**src/rtl/ring_pkg.sv**
```systemverilog
// Package: shared helpers for the ring counter.
// Assumes stage indices are 0-based bit positions in the ring vector.
package ring_pkg;
    // Index of the stage that feeds stage idx in a ring of n stages.
    function automatic int unsigned ring_src_idx(input int unsigned idx, input int unsigned n);
        return (idx == 0) ? n - 1 : idx - 1;
    endfunction
endpackage

```
**src/rtl/ring_stage.sv**
```systemverilog
// Module: one D-type stage of the ring.
// Loads INIT_VAL on a synchronous active-low reset, otherwise captures d.
module ring_stage #(
    parameter logic INIT_VAL = 1'b0
) (
    input  logic clk,
    input  logic rst_n,
    input  logic d,
    output logic q
);
    // Capture the upstream stage, or the preset bit during reset.
    always_ff @(posedge clk) begin
        if (!rst_n) q <= INIT_VAL;
        else        q <= d;
    end
endmodule

```
**src/rtl/ring_tap_or.sv**
```systemverilog
// Module: combinational OR of two selected ring stages.
// Assumes TAP_A and TAP_B are 1-based stage numbers within 1..N.
module ring_tap_or #(
    parameter int unsigned N     = 6,
    parameter int unsigned TAP_A = 2,
    parameter int unsigned TAP_B = 4
) (
    input  logic [N-1:0] stages,
    output logic         y
);
    localparam int unsigned IDX_A = TAP_A - 1;
    localparam int unsigned IDX_B = TAP_B - 1;

    // Merge the two tapped stages into one output bit.
    always_comb y = stages[IDX_A] | stages[IDX_B];
endmodule

```
**src/rtl/preset_ring_counter.sv**
```systemverilog
// Module: preset ring counter with a two-tap OR output.
// N stages form a closed loop. Reset loads PRESET (bit k-1 = stage k).
// f_out is the OR of stages TAP_A and TAP_B.
// Assumes N >= 2 and tap numbers within 1..N.
module preset_ring_counter #(
    parameter int unsigned N          = 6,
    parameter logic [N-1:0] PRESET    = 6'b010010,
    parameter int unsigned TAP_A      = 2,
    parameter int unsigned TAP_B      = 4
) (
    input  logic         clk,
    input  logic         rst_n,
    output logic         f_out,
    output logic [N-1:0] ring_state
);
    import ring_pkg::*;

    logic [N-1:0] stage_q;

    // One stage per ring position, each fed by its upstream neighbour.
    for (genvar i = 0; i < N; i++) begin : g_stage
        localparam int unsigned SRC = ring_src_idx(i, N);
        ring_stage #(.INIT_VAL(PRESET[i])) u_stage (
            .clk  (clk),
            .rst_n(rst_n),
            .d    (stage_q[SRC]),
            .q    (stage_q[i])
        );
    end

    ring_tap_or #(.N(N), .TAP_A(TAP_A), .TAP_B(TAP_B)) u_tap (
        .stages(stage_q),
        .y     (f_out)
    );

    // Expose the full ring contents.
    always_comb ring_state = stage_q;
endmodule

```
**config.mk**
```make
export PLATFORM = sky130hd
export DESIGN_NAME = preset_ring_counter
export DESIGN_NICKNAME = d
export VERILOG_FILES = /design/src/rtl/ring_pkg.sv /design/src/rtl/ring_stage.sv /design/src/rtl/ring_tap_or.sv /design/src/rtl/preset_ring_counter.sv
export SDC_FILE = /design/constraint.sdc
export NUM_CORES = 1
export LEC_CHECK = 0
export BUFFER_PORTS_ARGS = -buffer_cell sky130_fd_sc_hd__buf_2
export CAP_MARGIN = 25
export CORE_AREA = 4 4 41 43
export CTS_BUF_LIST = sky130_fd_sc_hd__clkbuf_8
export DETAILED_ROUTE_END_ITERATION = 8
export DIE_AREA = 0 0 45 47
export GPL_TIMING_DRIVEN = 0
export SLEW_MARGIN = 20
export SYNTH_ARGS = -nofsm -noshare
export SYNTH_HDL_FRONTEND = slang
export SYNTH_HIERARCHICAL = 1
export SYNTH_SLANG_ARGS = --single-unit
```
**constraint.sdc**
```tcl
create_clock -name clk -period 0.8 [get_ports clk]
set_clock_uncertainty 0.15 [all_clocks]
set_input_delay 0.08 -clock clk [delete_from_list [all_inputs] [get_ports clk]]
set_output_delay 0.08 -clock clk [all_outputs]
set_load 0.01 [all_outputs]
```
==> impl_metrics.csv <==
group,metric,value,unit
outcome,status,"finished with violations",
outcome,violations,"hold timing, setup timing",
sta,worst_slew_pin_slew,0.132,ns
logic_synthesis,ys_types,4,
logic_synthesis,synth_area_leaders,"dfxtp_1, and2_1, nand2b_1",
sta,finalSetupViolations,10,
final_layout,largest_register,"g_stage.u_stage/q",
global_route,grt_pass1_wl,772,um
cts,cts-buffers-inserted,3,
global_route,antenna_found_initial,0,
worst_setup_path,cp_slowest_cell,"dfxtp_2",
placement,io_buffers,8,
final_layout,seq_area,128,sq um
global_route,grt_max_degree,7,
worst_setup_path,path_class,"flip-flop to primary output",
final_layout,finalNetCount,33,
final_layout,drive_gt1_frac,0.828,
floorplanning,die_w,45,um
run,drv_cap,0,
worst_setup_path,arrival,0.88,ns
logic_synthesis,synth_nets,15,
worst_setup_path,cp_num_buf_inv,1,
logic_synthesis,async_flop_share,0,
cts,h-tree-depth,1,
sta,fin_crit_sh,1.38,
sta,holdWs,-0.0517,ns
floorplanning,dieHeight,47,um
cts,cts_sinks,6,
logic_synthesis,synth.most_common_cell,"dfxtp_1",
sta,fmax,904,MHz
final_layout,num-fill-cells,135,
sta,min_period,1.11,ns
worst_hold_path,worstHoldPathType,"input pin to flip-flop",
floorplanning,ios,9,
sta,layout_setup_ws,-0.306,ns
cts,clkLatencyLatePin,0.22,ns
worst_setup_path,crit_family,"flip-flops",
sta,slew_violations,0,
worst_setup_path,cp-start-kind,"flip-flop",
final_layout,insertedDiodeCount,0,
cts,cts-root-buf,"clkbuf_8",
final_layout,biggestRegsByFlops,"g_stage.u_stage/q: 6 flops",
cts,clkTransAtPathRegs,0.04,ns
pwr,power_density,2460,mW/mm^2
logic_synthesis,syn_avg_cell_area,12.6,sq um
final_layout,final_cell_count_no_fill,44,
pwr,p_leak,0.000169,uW
global_route,grt_usage,0.0649,
worst_setup_path,cp.required,0.57,ns
sta,tns,-1.35,ns
logic_synthesis,synth-edff-count,0,
logic_synthesis,netlist.area_leader.share,0.733,
pwr,vdd_drop_max,0.000571,V
logic_synthesis,yosysSeqAreaShare,0.733,
route,vias,151,
sta,finalHoldViolations,2,
logic_synthesis,syn_inst,13,
worst_setup_path,worst_path_largest_cell_delay,0.31,ns
floorplanning,die_area,0.00212,sq mm
route,antenna_left,0,
logic_synthesis,ys.flop_type,"dfxtp_1",
placement,place_congestion,0.639,
final_layout,largest_register_ffs,6,
global_route,grt_pass1_vias,155,
route,drt-total-wl,510,um
sta,relSlewSlack,0.912,
pwr,total_power,914,uW
floorplanning,core_area,0.00130,sq mm
logic_synthesis,yosysTopAreaCell,"dfxtp_1",
placement,placed_cells,36,
final_layout,utilization,0.286,
floorplanning,rows,13,
floorplanning,initial_core_util,0.126,
logic_synthesis,ys_seq_elements,6,
logic_synthesis,syn_area,164,sq um
route,drtIter0Drc,2,
cts,cts.path.max_buffers,2,
worst_setup_path,crit_path_end_kind,"primary output",
global_route,overflow,0,
cts,cts_tree,"yes",
route,drc_errors,0,
route,via_per_inst,3.43,
sta,rsz0062_at_grt,"true",
worst_setup_path,cp_max_fo,2,
route,routedWlPerCell,11.6,um
final_layout,syn_to_final_growth,127,%
worst_setup_path,crit_chain,"or2_1, buf_2",
route,firstDrtPassIters,3,
final_layout,multi_input_area,53.8,sq um
logic_synthesis,synth_common_cells,"dfxtp_1, and2_1, nand2b_1",
logic_synthesis,synth_warnings,6,
## logic make-up (layout without fill, tap and decap cells)
family / count (synthesis) / count (layout) / synth area share
AND/OR/NAND/NOR: 7 / 7 / 0.267
buffers and inverters: 0 / 16 / 0
flip-flops: 6 / 6 / 0.733
## placed cells by master (no fill, tap or decap), drive strengths merged
cell	netlist	final
and2	4	4
buf	0	13
nand2b	2	2
or2	1	1
clkbuf	0	3
dfxtp	6	6
## layer usage
layer  global-route usage  wire length, um  vias to the layer above
li1                     -                -                       71
met1               0.0571              210                       69
met2               0.0847              240                       11
met3               0.0690               59                        0
met4               0.0526                0                        0
met5                    0                0                        -
## stage by stage
step	worst slack, ns	area [sq um]
floorplan	-0.00416	165
global placement	-0.0776	224
detailed placement	-0.0796	224
CTS	-0.318	339
global route	-0.349	372
finish	-0.306	372
## layout make-up
cell class                 count  share of cell area
timing repair buffer          13               0.350
sequential                     6               0.343
multi-input combinational      7               0.145
clock buffer                   3               0.111
tap                           15              0.0505
## power by group
group / total, uW / internal [uW] / switching (uW) / leakage, uW
registers: 335 / 323 / 11.9 / 0.0000511
clock network: 465 / 324 / 140 / 0.0000216
logic: 114 / 76.3 / 38.0 / 0.0000965
## worst paths after layout
check / from / end / slack (ns) / depth (start not counted)
setup / recovery: g_stage[1].u_stage/q / f_out / -0.31 / 2
setup reg to reg: g_stage[1].u_stage/q / g_stage[2].u_stage/q / -0.22 / 4
hold / removal: rst_n / g_stage[4].u_stage/q / -0.05 / 2
hold reg to reg: g_stage[0].u_stage/q / g_stage[1].u_stage/q / 0.30 / 1
## timing repair
item                       in CTS  in global routing
gates resized for setup        13                  4
buffers inserted                3                  2
setup endpoints to repair       7                  9
pin swaps                       1                  1
hold endpoints to repair        5                  2
(Power assumes the default switching activity.)
